**config.mk**
```make
export PLATFORM = sky130hd
export DESIGN_NAME = mclk_gen
export DESIGN_NICKNAME = d
export VERILOG_FILES = /design/src/rtl/mclk_pkg.sv /design/src/rtl/mclk_src_switch.sv /design/src/rtl/mclk_divider.sv /design/src/rtl/mclk_ready.sv /design/src/rtl/mclk_gen.sv
export SDC_FILE = /design/constraint.sdc
export NUM_CORES = 1
export LEC_CHECK = 0
export ABC_AREA = 0
export BUFFER_PORTS_ARGS = -buffer_cell sky130_fd_sc_hd__buf_2
export CAP_MARGIN = 10
export CORE_MARGIN = 1
export CORE_UTILIZATION = 56
export CTS_CLUSTER_SIZE = 30
export DETAILED_ROUTE_END_ITERATION = 12
export PLACE_DENSITY = 0.8
export SLEW_MARGIN = 20
export SYNTH_ARGS = -nofsm -noshare
export SYNTH_HDL_FRONTEND = slang
export SYNTH_SLANG_ARGS = --single-unit
```
**constraint.sdc**
```tcl
create_clock -name clk -period 2.6 [get_ports clk]
set_input_delay 0.39 -clock clk [delete_from_list [all_inputs] [get_ports clk]]
set_output_delay 0.39 -clock clk [all_outputs]
set_load 0.01 [all_outputs]
```
**src/rtl/mclk_pkg.sv**
```systemverilog
package mclk_pkg;
    localparam int SEL_W     = 2;
    localparam int NSRC      = 1 << SEL_W;
    localparam int PRESC_W   = 3;
    localparam int MDIV_W    = 2;
    localparam int PCNT_W    = 1 << PRESC_W;
    localparam int MCNT_W    = 1 << MDIV_W;
    localparam int CFG_W     = SEL_W + PRESC_W + MDIV_W;
    localparam int DW        = CFG_W + 1;
    localparam int PRESC_MAX = 6;

    typedef struct packed {
        logic [MDIV_W-1:0]  mdiv;
        logic [PRESC_W-1:0] presc;
        logic [SEL_W-1:0]   src;
    } cfg_t;

    typedef enum logic [1:0] {
        SW_RUN   = 2'd0,
        SW_DRAIN = 2'd1,
        SW_HOLD  = 2'd2
    } sw_state_e;

    // Prescale code to shift amount; codes above the maximum clamp to it.
    function automatic logic [PRESC_W-1:0] presc_shift(input logic [PRESC_W-1:0] code);
        return (code > PRESC_W'(PRESC_MAX)) ? PRESC_W'(PRESC_MAX) : code;
    endfunction

    // Divider code to shift amount; the all-ones code acts as divide-by-1.
    function automatic logic [MDIV_W-1:0] mdiv_shift(input logic [MDIV_W-1:0] code);
        return (code == '1) ? '0 : code;
    endfunction
endpackage

```
**src/rtl/mclk_src_switch.sv**
```systemverilog
module mclk_src_switch
    import mclk_pkg::*;
#(
    parameter int N_SRC    = NSRC,
    parameter int S_W      = SEL_W,
    parameter int HOLD_CYC = 2
) (
    input  logic             clk,
    input  logic             rst_n,
    input  logic [N_SRC-1:0] src_clk,
    input  logic [S_W-1:0]   target,
    output logic             gclk,
    output logic             gated_off,
    output logic             busy
);
    localparam int HCNT_W = $clog2(HOLD_CYC + 1);

    typedef struct packed {
        logic [N_SRC-1:0] s1;
        logic [N_SRC-1:0] s2;
        logic [S_W-1:0]   cur;
        sw_state_e        st;
        logic [HCNT_W-1:0] hcnt;
        logic             gclk;
    } sw_t;

    sw_t sw_q, sw_d;

    always_comb begin
        sw_d    = sw_q;
        sw_d.s1 = src_clk;
        sw_d.s2 = sw_q.s1;
        case (sw_q.st)
            SW_RUN: begin
                if (target != sw_q.cur) sw_d.st = SW_DRAIN;
            end
            SW_DRAIN: begin
                // close the gate only while the outgoing source is low
                if (!sw_q.s2[sw_q.cur]) begin
                    sw_d.st   = SW_HOLD;
                    sw_d.cur  = target;
                    sw_d.hcnt = '0;
                end
            end
            SW_HOLD: begin
                if (target != sw_q.cur) begin
                    sw_d.cur  = target;
                    sw_d.hcnt = '0;
                end else if (sw_q.hcnt != HCNT_W'(HOLD_CYC)) begin
                    sw_d.hcnt = sw_q.hcnt + 1'b1;
                end else if (!sw_q.s2[sw_q.cur]) begin
                    sw_d.st = SW_RUN;
                end
            end
            default: sw_d.st = SW_RUN;
        endcase
        sw_d.gclk = (sw_d.st != SW_HOLD) ? sw_q.s2[sw_d.cur] : 1'b0;
    end

    always_ff @(posedge clk or negedge rst_n) begin
        if (!rst_n) begin
            sw_q <= '{s1: '0, s2: '0, cur: '0, st: SW_RUN, hcnt: '0, gclk: 1'b0};
        end else begin
            sw_q <= sw_d;
        end
    end

    assign gclk      = sw_q.gclk;
    assign gated_off = (sw_q.st == SW_HOLD);
    assign busy      = (sw_q.st != SW_RUN);
endmodule

```
**src/rtl/mclk_divider.sv**
```systemverilog
module mclk_divider
    import mclk_pkg::*;
#(
    parameter int P_W = PRESC_W,
    parameter int M_W = MDIV_W
) (
    input  logic           clk,
    input  logic           rst_n,
    input  logic           gclk,
    input  logic [P_W-1:0] presc_code,
    input  logic [M_W-1:0] mdiv_code,
    input  logic           clr_p,
    input  logic           clr_m,
    output logic           pclk,
    output logic           mclk
);
    localparam int PC_W = 1 << P_W;
    localparam int MC_W = 1 << M_W;

    typedef struct packed {
        logic            g_prev;
        logic [PC_W-1:0] pcnt;
        logic            pclk;
        logic            p_prev;
        logic [MC_W-1:0] mcnt;
        logic            mclk;
    } div_t;

    div_t dv_q, dv_d;
    logic [P_W-1:0] ps;
    logic [M_W-1:0] ms;

    always_comb begin
        dv_d        = dv_q;
        ps          = presc_shift(presc_code);
        ms          = mdiv_shift(mdiv_code);
        dv_d.g_prev = gclk;
        dv_d.p_prev = dv_q.pclk;

        if (clr_p) begin
            dv_d.pcnt = '0;
            dv_d.pclk = 1'b0;
        end else begin
            if (gclk && !dv_q.g_prev) dv_d.pcnt = dv_q.pcnt + 1'b1;
            dv_d.pclk = (ps == '0) ? gclk : dv_d.pcnt[ps - 1'b1];
        end

        if (clr_m) begin
            dv_d.mcnt = '0;
            dv_d.mclk = 1'b0;
        end else begin
            if (dv_q.pclk && !dv_q.p_prev) dv_d.mcnt = dv_q.mcnt + 1'b1;
            dv_d.mclk = (ms == '0) ? dv_q.pclk : dv_d.mcnt[ms - 1'b1];
        end
    end

    always_ff @(posedge clk or negedge rst_n) begin
        if (!rst_n) begin
            dv_q <= '0;
        end else begin
            dv_q <= dv_d;
        end
    end

    assign pclk = dv_q.pclk;
    assign mclk = dv_q.mclk;
endmodule

```
**src/rtl/mclk_ready.sv**
```systemverilog
module mclk_ready #(
    parameter int RDY_EDGES = 2
) (
    input  logic clk,
    input  logic rst_n,
    input  logic wr_cfg,
    input  logic busy,
    input  logic mclk,
    output logic rdy
);
    localparam int CNT_W = $clog2(RDY_EDGES + 1);

    typedef struct packed {
        logic             rdy;
        logic [CNT_W-1:0] cnt;
        logic             m_prev;
        logic             wr_prev;
    } rdy_t;

    rdy_t rd_q, rd_d;

    always_comb begin
        rd_d         = rd_q;
        rd_d.m_prev  = mclk;
        rd_d.wr_prev = wr_cfg;
        if (wr_cfg) begin
            rd_d.rdy = 1'b0;
            rd_d.cnt = '0;
        end else if (!rd_q.rdy) begin
            if (busy || rd_q.wr_prev) begin
                rd_d.cnt = '0;
            end else if (mclk && !rd_q.m_prev) begin
                if (rd_q.cnt == CNT_W'(RDY_EDGES - 1)) rd_d.rdy = 1'b1;
                else rd_d.cnt = rd_q.cnt + 1'b1;
            end
        end
    end

    always_ff @(posedge clk or negedge rst_n) begin
        if (!rst_n) begin
            rd_q <= '{rdy: 1'b1, cnt: '0, m_prev: 1'b0, wr_prev: 1'b0};
        end else begin
            rd_q <= rd_d;
        end
    end

    assign rdy = rd_q.rdy;
endmodule

```
**src/rtl/mclk_gen.sv**
```systemverilog
module mclk_gen
    import mclk_pkg::*;
#(
    parameter int HOLD_CYC  = 2,
    parameter int RDY_EDGES = 2
) (
    input  logic            clk,
    input  logic            rst_n,
    input  logic [NSRC-1:0] src_clk,
    input  logic            wr_en,
    input  logic            wr_addr,
    input  logic [DW-1:0]   wr_data,
    output logic [DW-1:0]   rd_data,
    output logic            pclk,
    output logic            mclk,
    output logic            rdy,
    output logic            irq
);
    typedef struct packed {
        cfg_t cfg;
        logic ie;
    } top_t;

    top_t tp_q, tp_d;
    cfg_t wdat;
    logic wr_cfg, clr_p, clr_m;
    logic gclk, sw_off, sw_busy;
    logic unused_bit7;

    assign unused_bit7 = wr_data[DW-1];

    always_comb begin
        tp_d   = tp_q;
        wdat   = cfg_t'(wr_data[CFG_W-1:0]);
        wr_cfg = wr_en && !wr_addr;
        clr_p  = wr_cfg && (wdat.presc != tp_q.cfg.presc);
        clr_m  = wr_cfg && (wdat.mdiv != tp_q.cfg.mdiv);
        if (wr_cfg) tp_d.cfg = wdat;
        if (wr_en && wr_addr) tp_d.ie = wr_data[0];
    end

    always_ff @(posedge clk or negedge rst_n) begin
        if (!rst_n) begin
            tp_q <= '0;
        end else begin
            tp_q <= tp_d;
        end
    end

    mclk_src_switch #(
        .N_SRC   (NSRC),
        .S_W     (SEL_W),
        .HOLD_CYC(HOLD_CYC)
    ) u_sw (
        .clk      (clk),
        .rst_n    (rst_n),
        .src_clk  (src_clk),
        .target   (tp_q.cfg.src),
        .gclk     (gclk),
        .gated_off(sw_off),
        .busy     (sw_busy)
    );

    mclk_divider #(
        .P_W(PRESC_W),
        .M_W(MDIV_W)
    ) u_div (
        .clk       (clk),
        .rst_n     (rst_n),
        .gclk      (gclk),
        .presc_code(tp_q.cfg.presc),
        .mdiv_code (tp_q.cfg.mdiv),
        .clr_p     (clr_p),
        .clr_m     (clr_m),
        .pclk      (pclk),
        .mclk      (mclk)
    );

    mclk_ready #(
        .RDY_EDGES(RDY_EDGES)
    ) u_rdy (
        .clk   (clk),
        .rst_n (rst_n),
        .wr_cfg(wr_cfg),
        .busy  (sw_busy),
        .mclk  (mclk),
        .rdy   (rdy)
    );

    assign rd_data = {rdy, tp_q.cfg};
    assign irq     = rdy & tp_q.ie;
endmodule

```
==> results.py, run 1 <==
metrics = {
    "outcome": {
        "outcome": "finished, final reports clean",
    },
    "critical_path": {
        "reg2reg_to": "u_sw.gclk",
        "critPathRequiredTime_ps": 2770,
        "r2r_cells": 5,
        "critPathCaptureType": "flop",
        "wp_depth": 5,
        "timing.critical_path.max_delay_family": "compound AO/OA/AOI/OAI gates",
        "critPathMaxFanout": 6,
        "reg2reg_slack_ps": 410,
        "timing.setup.critical_path_class": "reg -> reg",
        "timing.critical_path.from": "u_sw.sw_q[5]",
        "critical_path.max_stage_delay_ps": 570,
        "timing.critical_path.from_type": "flop",
        "cpMaxStageDelayCell": "sky130_fd_sc_hd__mux4_2",
        "setup.worst_path.end": "u_sw.gclk",
        "cp_cell_sequence": "mux4_2, o41ai_2, nand3_1, a2111oi_2, a311oi_1",
        "worst-path-buf-inv": 0,
        "cp.arrival_ps": 2360,
        "worst_r2r_startpoint": "u_sw.sw_q[5]",
    },
    "pwr": {
        "leakage_power_nw": 1.12,
        "sum_of_internal_switching_and_leakage_power_mw": 2.28,
        "vdd_ir_drop_max_uv": 496,
        "power_density_nw_per_um2": 985,
    },
    "grt": {
        "groute.usage.overall": 0.213,
        "pin_count_of_the_biggest_net_entering_global_routing": 41,
        "antenna_found_initial": 0,
        "global_route_wire_length_before_repair_um": 6380,
        "first_global_vias": 1471,
        "globalRouteOverflowTotal": 0,
    },
    "finish": {
        "final_common_cell": "sky130_fd_sc_hd__dfrtp_1",
        "antenna-diode-count": 0,
        "nNetsFinal": 252,
        "num-fill-cells": 271,
        "drive_above_1_share": 0.193,
        "final_cell_mix": "sky130_fd_sc_hd__dfrtp_1 (39), sky130_fd_sc_hd__nand2_1 (34), sky130_fd_sc_hd__buf_2 (26)",
        "final-instance-count-excl-fill": 274,
        "area_growth_pct": 10.6,
    },
    "sta": {
        "timing.slew.headroom": 0.426,
        "max_freq_mhz": 457,
        "finClkSkew_ps": 6.97,
        "slew_violations": 0,
        "setup_violations": 0,
        "final_min_period_over_clock_period": 0.842,
        "finalWorstSetupSlack_ps": 411,
        "period_needed_ps": 2190,
        "setup_repair_after_global_routing_missed_its_margin": "false",
        "fin_setup_tns_ps": 0,
        "finalHoldViolCount": 0,
        "max_slew.worst_pin.slew_ps": 860,
    },
    "flow_run": {
        "max_cap_violations": 0,
    },
    "hold_path": {
        "min_path_type": "in -> async",
    },
    "place": {
        "pre_cts_slack_ps": 406,
        "place.gp.congestion": 0.817,
        "portBuffers": 26,
        "hpwlAfterDp_um": 2540,
        "placedCellCount": 266,
    },
    "clocking": {
        "max-clock-path-buffers": 2,
        "tritoncts": "yes",
        "clock_tree.root_cell": "sky130_fd_sc_hd__clkbuf_8",
        "cts_num_sinks": 40,
        "h-tree-depth": 2,
        "post_cts_resize_count": 0,
        "path_clk_slew_ps": 70,
        "cts-buffers-inserted": 5,
        "holdBufCountCts": 0,
        "worstSkewPairLatency_ps": 300,
        "cts_post_setup_buffers_inserted": 0,
    },
    "synth": {
        "synth-main-ff-cell": "sky130_fd_sc_hd__dfrtp_1",
        "synth-seq-cells": 40,
        "post_synthesis_cell_count": 208,
        "synth_edf_count": 0,
        "synth.distinct_cells": 46,
        "ys.warnings.count": 0,
        "syn-mean-instance-area_um2": 10.1,
        "synthesis.nets": 233,
        "synthArstFlopShare": 1.00,
        "synth_seq_area_share": 0.478,
        "mappedNetlistArea_um2": 2090,
    },
    "floorplanning": {
        "io_pins": 28,
        "die-area_um2": 3990,
        "die_y_um": 63.2,
        "floorplan.die.width_um": 63.2,
        "start_util": 0.604,
        "fp.coreArea_um2": 3470,
        "row_count": 21,
    },
    "drt": {
        "vias_per_cell": 5.49,
        "drtIter0Drc": 72,
        "postRouteAntennaNets": 0,
        "post_drt_wl_per_cell_um": 13.5,
        "routed-via-count": 1505,
        "total_wire_length_after_detailed_routing_um": 3700,
        "detail_route.drc_violations": 0,
        "drt_first_pass_iters": 4,
    },
}
==> cell families (layout without fill, tap and decap cells) <==
family / count (synthesis) / in the layout / synth area share
compound gates: 35 / 35 / 0.124
flops: 40 / 40 / 0.478
buf+inv: 26 / 46 / 0.0651
simple gates: 76 / 76 / 0.173
xor+xnor: 12 / 12 / 0.0502
fa+ha+maj: 9 / 9 / 0.0538
mux: 10 / 10 / 0.0556
==> metal layers <==
layer	up-vias	routed length, µm	track usage
li1	742	-	-
met1	734	1760	0.255
met2	25	1770	0.344
met3	4	123	0.0725
met4	0	40	0.0930
met5	-	0	0
==> where the power goes <==
part	internal (mW)	leakage, nW	total [mW]	switching, mW
clock	0.339	0.0645	0.556	0.217
sequential	0.767	0.503	0.922	0.155
combinational	0.372	0.551	0.803	0.431
==> synthesized netlist by cell type (all sizes together) (2+ instances only) <==
library cell   n  share of area
a21oi          4         0.0096
xnor2          7          0.029
mux2           3          0.016
or3            2         0.0060
buf           10          0.036
nand2b         4          0.012
o21a           2         0.0072
and3b          2         0.0090
nor2b          5          0.015
a32o           3          0.014
nor2          14          0.025
nand3          4         0.0096
clkbuf         4         0.0072
ha             9          0.054
and2           2         0.0060
xor2           5          0.021
mux2i          6          0.029
nand2         34          0.061
o21ai         10          0.024
inv           12          0.022
a31oi          4          0.012
nand3b         2         0.0072
nor3           2         0.0048
dfrtp         39           0.47
==> flip-flops by register name (all words and copies together), names as in the netlist <==
signal,flops
tp_q,1
u_div.dv_q,10
u_sw.gclk,1
rd_data,7
u_sw.sw_d,4
u_rdy.rd_q,4
u_div.pclk,1
u_div.mclk,1
u_sw.sw_q,10
u_rdy.rdy,1
==> how the worst min path moves through the flow <==
| stage | startpoint | depth (start not counted) | slack (ps) | end |
|---|---|---|---|---|
| 5_1_grt | src_clk[3] | 1 | 180 | u_sw.sw_d[10] |
| 3_5_place_dp | u_sw.sw_d[10] | 0 | 340 | u_sw.sw_q[10] |
| 2_1_floorplan | rst_n | 0 | 90 | rd_data[0] |
| 6_report | rst_n | 1 | 190 | u_sw.sw_q[1] |
| 3_3_place_gp | u_sw.sw_d[10] | 0 | 330 | u_sw.sw_q[10] |
| 4_1_cts | src_clk[1] | 1 | 190 | u_sw.sw_d[8] |
==> final cells by class <==
cell class,count,area [µm²],area share
clock buffers,7,96.3,0.0416
inverters,12,45.0,0.0194
well taps,46,57.6,0.0248
repair buffers,26,130,0.0562
multi-input cells,142,956,0.413
clock inverters,1,30.0,0.0130
flip-flops and latches,40,1000,0.433
==> per-stage QoR <==
step	cell area [µm²]	util	hold slack, ps
2_1_floorplan	2090	-	94.4
3_3_place_gp	2190	0.632	333
3_5_place_dp	2190	0.632	336
4_1_cts	2320	0.668	185
5_1_grt	2320	0.668	176
6_report	2320	0.668	193
No activity file was read; power rests on OpenSTA's default activity.
==> inputs of run 2 (changes only) <==
Settings changed: ABC_AREA 0 to 1, CORE_UTILIZATION 56 to 52, PLACE_DENSITY 0.8 to 0.78.
Clock period 2.6 ns to 2 ns, I/O delays scaled along.
==> results.py, run 2 <==
metrics = {
    "outcome": {
        "outcome": "finished, final reports clean",
    },
    "synth": {
        "synthesis.nets": 300,
        "synthMostInstantiatedCell": "sky130_fd_sc_hd__nand2_1",
        "synth_top_area_cell": "sky130_fd_sc_hd__dfrtp_1",
        "post_synthesis_cell_count": 275,
        "synth-seq-cells": 42,
        "synthArstFlopShare": 1.00,
        "synth_edf_count": 0,
        "synthTopCellsByCount": "sky130_fd_sc_hd__nand2_1 (62), sky130_fd_sc_hd__inv_1 (54), sky130_fd_sc_hd__dfrtp_1 (41), sky130_fd_sc_hd__nor2_1 (25), sky130_fd_sc_hd__o21ai_0 (15)",
        "mappedNetlistArea_um2": 2240,
        "post_synth_top_area_share": 0.459,
        "syn-mean-instance-area_um2": 8.14,
        "synth_seq_area_share": 0.470,
        "synth-main-ff-cell": "sky130_fd_sc_hd__dfrtp_1",
        "synth.area.top_cells": "sky130_fd_sc_hd__dfrtp_1 (46%), sky130_fd_sc_hd__nand2_1 (10%), sky130_fd_sc_hd__inv_1 (9.1%)",
        "ys.warnings.count": 0,
        "synth.distinct_cells": 33,
    },
    "clocking": {
        "cts_post_setup_buffers_inserted": 0,
        "cts_num_sinks": 42,
        "h-tree-depth": 2,
        "tritoncts": "yes",
        "max-clock-path-buffers": 2,
        "cts-buffers-inserted": 5,
        "post_cts_resize_count": 0,
        "worstSkewPairLatency_ps": 290,
        "path_clk_slew_ps": 80,
        "clock_tree.root_cell": "sky130_fd_sc_hd__clkbuf_8",
    },
    "finish": {
        "area_growth_pct": 12.0,
        "area_used_by_multi_input_combinational_logic_um2": 911,
        "final_common_cell": "sky130_fd_sc_hd__nand2_1",
        "final-instance-count-excl-fill": 352,
        "antenna-diode-count": 0,
        "layout.area.seq_um2": 1050,
        "largest_register_ffs": 12,
        "nNetsFinal": 326,
        "num-fill-cells": 369,
        "registers.top_by_ff_count": "u_div.dv_q",
        "final_cell_mix": "sky130_fd_sc_hd__nand2_1 (62), sky130_fd_sc_hd__inv_1 (54), sky130_fd_sc_hd__dfrtp_1 (41)",
        "drive_above_1_share": 0.166,
    },
    "drt": {
        "total_wire_length_after_detailed_routing_um": 3950,
        "routed-via-count": 1739,
        "drtIter0Drc": 122,
        "drt_first_pass_iters": 4,
        "post_drt_wl_per_cell_um": 11.2,
        "vias_per_cell": 4.94,
        "postRouteAntennaNets": 0,
        "detail_route.drc_violations": 0,
    },
    "grt": {
        "groute.usage.overall": 0.203,
        "pin_count_of_the_biggest_net_entering_global_routing": 43,
        "first_global_vias": 1624,
        "antenna_found_initial": 0,
        "global_route_wire_length_before_repair_um": 6760,
        "globalRouteOverflowTotal": 0,
    },
    "sta": {
        "setup_repair_after_global_routing_missed_its_margin": "false",
        "timing.slew.headroom": 0.767,
        "fin_setup_tns_ps": 0,
        "max_slew.worst_pin.slew_ps": 349,
        "period_needed_ps": 1610,
        "final_min_period_over_clock_period": 0.803,
        "setup_violations": 0,
        "slew_violations": 0,
        "finClkSkew_ps": 4.63,
        "max_freq_mhz": 622,
        "finalHoldViolCount": 0,
    },
    "critical_path": {
        "critPathCaptureType": "flop",
        "critPathMaxFanout": 4,
        "reg2reg_slack_ps": 390,
        "timing.setup.critical_path_class": "reg -> reg",
        "timing.critical_path.from_type": "flop",
        "critPathRequiredTime_ps": 2180,
        "cp.arrival_ps": 1790,
        "r2r_cells": 10,
    },
    "floorplanning": {
        "start_util": 0.551,
        "fp.coreArea_um2": 4060,
        "die-area_um2": 4570,
        "io_pins": 28,
        "die_y_um": 67.6,
        "floorplan.die.width_um": 67.6,
        "row_count": 23,
    },
    "pwr": {
        "power_density_nw_per_um2": 1200,
        "leakage_power_nw": 1.35,
        "vdd_ir_drop_max_uv": 593,
        "sum_of_internal_switching_and_leakage_power_mw": 3.01,
    },
    "hold_path": {
        "worstHoldPathCells": 1,
        "min_path_type": "in -> reg",
    },
    "place": {
        "placedCellCount": 343,
        "place.gp.congestion": 0.829,
        "hpwlAfterDp_um": 3010,
        "portBuffers": 26,
    },
    "flow_run": {
        "max_cap_violations": 0,
    },
}
run 2: final timing paths:
path                                    start             to
worst max-delay path            u_div.dv_q[7]     u_div.pclk
worst min register to register   u_sw.sw_d[8]   u_sw.sw_q[8]
worst min-delay path               src_clk[3]  u_sw.sw_d[10]
max in group asynchronous               rst_n      u_rdy.rdy
worst max register to register  u_div.dv_q[7]     u_div.pclk
min in group asynchronous               rst_n  u_rdy.rd_q[1]
run 2: cell type report:
cell class	count	area share
sequential	42	0.420
multi-input combinational	168	0.363
inverter	56	0.0839
timing repair buffer	28	0.0639
clock buffer	6	0.0290
tap	50	0.0250
clock inverter	2	0.0150
run 2: cells by family after synthesis:
logic type	synth area share
adders and majority gates	0.0503
AOI/OAI and AO/OA	0.101
buffers and inverters	0.122
DFF	0.470
muxes	0.00447
xor gates and xnor gates	0.0274
and+or+nand+nor	0.224
run 2: repair_timing:
| item | CTS | global route |
|---|---|---|
| hold buffers | 1 | 0 |
| hold endpoints to repair | 41 | 0 |
| setup endpoints to repair | 0 | 0 |
run 2: stage by stage:
step / hold WS, ps / setup WS [ps] / cell area, µm² / utilization
detailed placement: 290 / 399 / 2390 / 0.588
CTS: 94.7 / 371 / 2510 / 0.618
floorplan: 4.41 / 522 / 2240 / -
global placement: 289 / 428 / 2390 / 0.588
finish: 105 / 393 / 2510 / 0.618
global route: 88.9 / 252 / 2510 / 0.618
run 2: report_power, final:
group / switching, mW / total, mW / leakage, nW / internal [mW]
combinational: 0.685 / 1.13 / 0.770 / 0.446
sequential: 0.165 / 1.21 / 0.527 / 1.05
clock: 0.290 / 0.662 / 0.0514 / 0.372
run 2: worst max-delay path, cell delays in order, from the launching register on:
cell and delay, ps:
sky130_fd_sc_hd__dfrtp_1 430, sky130_fd_sc_hd__ha_1 290, sky130_fd_sc_hd__or2_2 280, sky130_fd_sc_hd__o21ai_0 120, sky130_fd_sc_hd__nand2_1 80, sky130_fd_sc_hd__nand2_1 60
sky130_fd_sc_hd__inv_1 30, sky130_fd_sc_hd__nand2_1 60, sky130_fd_sc_hd__nand2_1 50, sky130_fd_sc_hd__nand2_1 50, sky130_fd_sc_hd__a21oi_1 40
run 2: per-layer routing:
metal / up-vias / GRT usage / share of wire
met5: - / 0 / 0
met4: 0 / 0.0851 / 0.015
met3: 7 / 0.0524 / 0.043
met2: 36 / 0.344 / 0.49
met1: 804 / 0.241 / 0.45
li1: 892 / - / -
